**src/rtl/acq_regs_pkg.sv**
```systemverilog
package acq_regs_pkg;
  typedef struct packed {
    logic clrTrig;
    logic wrCtrl;
  } acqStrobe_t;

  localparam int CTRL_RSVD_BIT = 3;
  localparam int CTRL_DMA_BIT  = 2;
  localparam int CTRL_INTE_BIT = 7;
  localparam int CTRL_LVL_LSB  = 4;
endpackage

```
**src/rtl/acq_regs_ctrl.sv**
```systemverilog
module acq_regs_ctrl
  import acq_regs_pkg::*;
#(
  parameter int ADDR_W   = 4,
  parameter int STAT_OFS = 8
) (
  input  logic              busSel,
  input  logic              busWr,
  input  logic [ADDR_W-1:0] busAddr,
  output acqStrobe_t        strb,
  output logic              selStat,
  output logic              selCtrl
);
  localparam logic [ADDR_W-1:0] STAT_A = ADDR_W'(STAT_OFS);
  localparam logic [ADDR_W-1:0] CTRL_A = ADDR_W'(STAT_OFS + 1);

  always_comb begin
    selStat      = (busAddr == STAT_A);
    selCtrl      = (busAddr == CTRL_A);
    strb.clrTrig = busSel && busWr && selStat;
    strb.wrCtrl  = busSel && busWr && selCtrl;
  end
endmodule

```
**src/rtl/acq_regs_dp.sv**
```systemverilog
module acq_regs_dp
  import acq_regs_pkg::*;
#(
  parameter int DATA_W      = 8,
  parameter int CHAN_W      = 4,
  parameter int SYNC_STAGES = 2,
  parameter int IRQ_LINES   = 8,
  parameter int MIN_LEVEL   = 2,
  parameter int LVL_W       = 3
) (
  input  logic              clk,
  input  logic              rstN,
  input  acqStrobe_t        strb,
  input  logic              selStat,
  input  logic              selCtrl,
  input  logic [DATA_W-1:0] busWdata,
  output logic [DATA_W-1:0] busRdata,
  input  logic              convBusy,
  input  logic              rangeUni,
  input  logic              muxSingle,
  input  logic [CHAN_W-1:0] chanNum,
  input  logic              trigPin,
  input  logic              dmaReqIn,
  output logic              dmaReqOut,
  output logic [1:0]        trigSel,
  output logic [IRQ_LINES-1:0] irqReq,
  output logic              trigLatch,
  output logic              trigRise,
  output logic [DATA_W-1:0] ctrlQ
);
  localparam logic [DATA_W-1:0] RSVD_MASK = ~(DATA_W'(1) << CTRL_RSVD_BIT);

  logic [SYNC_STAGES-1:0] syncQ;
  logic                   trigPrev;
  logic [LVL_W-1:0]       level;
  logic                   irqActive;
  logic [DATA_W-1:0]      statusWord;

  always_ff @(posedge clk or negedge rstN) begin
    if (!rstN) begin
      syncQ    <= '0;
      trigPrev <= 1'b0;
    end else begin
      syncQ    <= {syncQ[SYNC_STAGES-2:0], trigPin};
      trigPrev <= syncQ[SYNC_STAGES-1];
    end
  end

  assign trigRise = syncQ[SYNC_STAGES-1] & ~trigPrev;

  // a new edge wins over a clearing write in the same cycle
  always_ff @(posedge clk or negedge rstN) begin
    if (!rstN)             trigLatch <= 1'b0;
    else if (trigRise)     trigLatch <= 1'b1;
    else if (strb.clrTrig) trigLatch <= 1'b0;
  end

  always_ff @(posedge clk or negedge rstN) begin
    if (!rstN)            ctrlQ <= '0;
    else if (strb.wrCtrl) ctrlQ <= busWdata & RSVD_MASK;
  end

  assign level     = ctrlQ[CTRL_LVL_LSB +: LVL_W];
  assign irqActive = trigLatch & ctrlQ[CTRL_INTE_BIT];
  assign trigSel   = ctrlQ[1:0];
  assign dmaReqOut = dmaReqIn & ctrlQ[CTRL_DMA_BIT];

  for (genvar g = 0; g < IRQ_LINES; g++) begin : g_irq
    if (g < MIN_LEVEL) begin : g_never
      assign irqReq[g] = 1'b0;
    end else begin : g_line
      assign irqReq[g] = irqActive && (level == LVL_W'(g));
    end
  end

  assign statusWord = {convBusy, rangeUni, muxSingle, trigLatch, chanNum};

  always_comb begin
    if (selStat)      busRdata = statusWord;
    else if (selCtrl) busRdata = ctrlQ;
    else              busRdata = '0;
  end
endmodule

```
**src/rtl/acq_regs_top.sv**
```systemverilog
module acq_regs_top
  import acq_regs_pkg::*;
#(
  parameter int ADDR_W   = 4,
  parameter int STAT_OFS = 8
) (
  input  logic              clk,
  input  logic              rstN,
  input  logic              busSel,
  input  logic              busWr,
  input  logic [ADDR_W-1:0] busAddr,
  input  logic [7:0]        busWdata,
  output logic [7:0]        busRdata,
  input  logic              convBusy,
  input  logic              rangeUni,
  input  logic              muxSingle,
  input  logic [3:0]        chanNum,
  input  logic              trigPin,
  input  logic              dmaReqIn,
  output logic              dmaReqOut,
  output logic [1:0]        trigSel,
  output logic [7:0]        irqReq
);
  acqStrobe_t strb;
  logic       selStat, selCtrl;
  logic       trigLatch, trigRise;
  logic [7:0] ctrlQ;

  acq_regs_ctrl #(.ADDR_W(ADDR_W), .STAT_OFS(STAT_OFS)) u_ctrl (
    .busSel(busSel), .busWr(busWr), .busAddr(busAddr),
    .strb(strb), .selStat(selStat), .selCtrl(selCtrl)
  );

  acq_regs_dp u_dp (
    .clk(clk), .rstN(rstN), .strb(strb), .selStat(selStat), .selCtrl(selCtrl),
    .busWdata(busWdata), .busRdata(busRdata),
    .convBusy(convBusy), .rangeUni(rangeUni), .muxSingle(muxSingle), .chanNum(chanNum),
    .trigPin(trigPin), .dmaReqIn(dmaReqIn), .dmaReqOut(dmaReqOut), .trigSel(trigSel),
    .irqReq(irqReq), .trigLatch(trigLatch), .trigRise(trigRise), .ctrlQ(ctrlQ)
  );
endmodule

```
**config.mk**
```make
export PLATFORM = sky130hd
export DESIGN_NAME = acq_regs_top
export DESIGN_NICKNAME = d
export VERILOG_FILES = /design/src/rtl/acq_regs_pkg.sv /design/src/rtl/acq_regs_ctrl.sv /design/src/rtl/acq_regs_dp.sv /design/src/rtl/acq_regs_top.sv
export SDC_FILE = /design/constraint.sdc
export NUM_CORES = 1
export LEC_CHECK = 0
export ABC_AREA = 1
export BUFFER_PORTS_ARGS = -buffer_cell sky130_fd_sc_hd__buf_4
export CAP_MARGIN = 20
export CORE_UTILIZATION = 43
export DETAILED_ROUTE_END_ITERATION = 8
export GPL_ROUTABILITY_DRIVEN = 0
export PLACE_DENSITY = 0.83
export SYNTH_ARGS = -nofsm -noshare
export SYNTH_HDL_FRONTEND = slang
export SYNTH_HIERARCHICAL = 1
export SYNTH_SLANG_ARGS = --single-unit
```
**constraint.sdc**
```tcl
create_clock -name clk -period 1.4 [get_ports clk]
set_input_delay 0.07 -clock clk [delete_from_list [all_inputs] [get_ports clk]]
set_output_delay 0.07 -clock clk [all_outputs]
set_load 0.02 [all_outputs]
```
Yosys cells after proc, flatten, opt, wreduce, memory -nomap -nowiden

Cells that the tools add are included.

Bits in registers: 11
Bits in latches: 0
RAM bits: 0
Bits in read-only memories: 0
Input bits: 25
Output and inout port bits: 19
Word-level logic and storage cells: 30
Memories kept: 0

$add $sub $neg: 0
Multiply operators: 0
Divide/modulo/power cells: 0
$lt $le $gt $ge: 0
Equal/unequal tests: 8
Shift-type cells: 0
Mux-type cells: 4
Bitwise operators: 4
Reduce and logical (&&, ||, !) cells: 10

Operator list:

| cell                                                            | number |
|---|---|
| 8-bit two-way mux                                               | 2 |
| 3-bit == test, second input constant                            | 4 |
| 1-bit logical AND                                               | 9 |
| 4-bit == test, second input constant                            | 2 |
| 3-bit by 2-bit == test with 1-bit output, second input constant | 2 |
| 1-bit AND                                                       | 3 |
| 1-bit two-way mux                                               | 2 |
| 2-bit nonzero test                                              | 1 |
| 1-bit NOT                                                       | 1 |

Longest topological paths before layout

Depth after elaboration: 4
Depth in mapped cells: 8
Gate-level depth less buffers: 7

Hierarchy

Netlist, hierarchy kept.

Modules (own cells, without submodules):

| module        | instances | cells each | area each (um^2) | sequential area each (um^2) |
|---|---|---|---|---|
| acq_regs_dp   | 1         | 84         | 618.1            | 275.3 |
| acq_regs_ctrl | 1         | 12         | 50.0             | 0.0 |

Worst setup path before layout

OpenSTA, ideal clock, no wires.

Path type: flip-flop to output port
Start point: register u_dp.ctrlQ[4]
End point: output port irqReq[2]
Data arrival time: 0.819 ns
Required time: 1.330 ns
Setup slack: 0.511 ns
Stages on the path, launching flop included: 4
Buffers on the path: 0
Cell sequence: dfrtp_1 -> inv_1 -> nand2_1 -> nor2_1

Cells in the longest elaborated chain, start to end: 2

RTL lines:

| what                                     | RTL line           | source |
|---|---|---|
| from (decl)                              | acq_regs_dp.sv:29  | `output logic [DATA_W-1:0] ctrlQ` |
| from (signal assigned)                   | acq_regs_dp.sv:60  | `else if (strb.wrCtrl) ctrlQ <= busWdata & RSVD_MASK;` |
| 3-bit by 2-bit == test with 1-bit output | acq_regs_dp.sv:72  | `assign irqReq[g] = irqActive && (level == LVL_W'(g));` |
| 1-bit logical AND                        | acq_regs_dp.sv:72  |  |
| to (decl)                                | acq_regs_top.sv:22 | `output logic [7:0] irqReq` |

Every way passes these cells.

Worst setup path in the final report

Start point: register u_dp.ctrlQ[6]
End point: output port irqReq[2]

Same word-level chain as after synthesis.

==> results_dict.tcl <==
set metrics [dict create \
    dr.pass1.iters 4 \
    grtUsageTotal_pct 18.2 \
    cp_slowest_cell "dfrtp_1" \
    syn_avg_cell_area_um2 6.99 \
    design_area_um2 1000 \
    power_frac_clock_pct 21.3 \
    dr_wl_met2_um 798 \
    drc 0 \
    fin_tns_setup_ns 0 \
    worst_slack_ns 0.160 \
    cts_root_buffer "clkbuf_4" \
    fillCellCount 120 \
    wl_per_cell_um 9.79 \
    maxCapViolations 0 \
    fmax_mhz 807 \
    final_common_cell "buf_4" \
    yosysWarningCount 6 \
    clock-sinks 11 \
    setup_viol 0 \
    critPathMaxStageDelay_ns 0.42 \
    ir_drop_v 0.000612 \
    p_int_uw 635 \
    powerDensity_nw_per_um2 975 \
    dpl_cell_area_um2 935 \
    required_ns 1.33 \
    path_cells "inv_1 > nand3_1 > nor2_1 > buf_4" \
    wirelength_um 1500 \
    grt_max_degree 15 \
    p_sw_share_pct 35.0 \
    cp_top_family "flip-flops" \
    power.leakage_uw 0.000589 \
    insertion_delay_ns 0.27 \
    syn2layout_area_growth_pct 52.6 \
    fin_skew_ns 0.000116 \
    place_ws_ns 0.349 \
    worst_setup_path_start_kind "flip-flop" \
    diodes 0 \
    avgViaCountPerCell 4.51 \
    cp_max_fo 4 \
    min_path_type "input pin to flip-flop" \
    setup.worst_path.end_class "primary output" \
    cts_tree "built" \
    top_layer "met3" \
    grt_overflow 0 \
    rows 13 \
    vias 690 \
    slew_viol_final 0 \
    worst-setup-path-type "flip-flop to primary output" \
    cts.htree.levels 1 \
    die_y_um 41.1 \
    holdBufCountCts 3 \
    post_cts_resized 0 \
    hold_viol 0 \
    grt_pass1_vias 505 \
    route.met3.wl_um 93 \
    status "completed" \
    power_frac_comb_pct 35.2 \
    grt_pass1_wl_um 1930 \
    grt_setup_unrepaired "false" \
    switchingPower_uw 342 \
    final_cell_mix "buf_4 (41), nand2_1 (30), inv_1 (15)" \
    nets 164 \
    final_layout_size_suffix_gt1_share_pct 37.0 \
    min_period_ns 1.24 \
    synth_cells 94 \
    arrival_ns 1.17 \
    cp.buffers_inverters 2 \
    clkTransAtPathRegs_ns 0.06 \
    port_buffers 40 \
    initial_utilization_pct 48.1 \
    pwr-share-seq_pct 43.5 \
    ant_nets 0 \
    syn_area_um2 657 \
    finalCritPeriodShare_pct 88.6 \
    cts_buffers 3 \
    num_io_pins 44 \
    post_cts_buffers 0 \
    dpl.hpwl_um 1160 \
    antenna_found_initial 0 \
    p_total_uw 977 \
    cts_max_path_buffers 2 \
    drt_iter0_drc 19 \
    die_area_um2 1690 \
    drt-met1-wl_um 607 \
    core_um2 1370 \
    die_x_um 41.1 \
]
## stage by stage
step                hold slack, ns  utilization, %  instances
detailed placement         -0.0934            68.4        145
finish                      0.0129            73.4        153
global placement           -0.0925            68.4        145
global route               0.00153            73.4        153
CTS                        0.00209            72.6        152
floorplan                   -0.226               -         95
## tightest hold or removal path, delay by kind of cell
| kind | cells | cell delay, ns |
|---|---|---|
| and+or+nand+nor | 1 | 0.05 |
| AOI/OAI and AO/OA | 1 | 0.05 |
| buffers and inverters | 1 | 0.07 |
## power groups by stage
stage	Clock [µW]	Sequential, µW	Combinational, µW
after floorplan	0	415	209
after global placement	0	429	325
after detailed placement	0	432	333
after CTS	216	425	342
after global routing	239	430	375
final	208	425	344
## flip-flops by register name, summed over array words and instances (netlist names)
| signal | cells |
|---|---|
| u_dp/ctrlQ | 7 |
| u_dp/syncQ | 2 |
| u_dp/trigLatch | 1 |
| u_dp/trigPrev | 1 |
## path summary, 6_finish.rpt
check                      cells past startpoint        endpoint            from  slack (ns)
min in group asynchronous                      2   u_dp/syncQ[0]            rstN        0.15
min reg2reg                                    0   u_dp/syncQ[1]   u_dp/syncQ[0]        0.35
max                                            4       irqReq[2]   u_dp/ctrlQ[6]        0.16
max reg2reg                                    2  u_dp/trigLatch  u_dp/trigLatch        0.66
max in group asynchronous                      2   u_dp/ctrlQ[2]            rstN        1.10
min                                            3   u_dp/ctrlQ[7]     busWdata[7]        0.01
## layer usage
layer / global-route usage [%] / vias to the layer above
li1: - / 367
met1: 22.1 / 295
met2: 30.1 / 28
met3: 4.89 / 0
met4: 7.50 / 0
met5: 0 / -
## area by class of cell
class / count / area, µm² / area share [%]
repair buffers: 45 / 348 / 34.7
clock inverters: 1 / 5.00 / 0.499
well taps: 15 / 18.8 / 1.87
inverters: 16 / 60.1 / 5.99
clock buffers: 3 / 22.5 / 2.25
multi-input cells: 62 / 273 / 27.2
flip-flops and latches: 11 / 275 / 27.5
No activity file was read; power rests on OpenSTA's default activity.
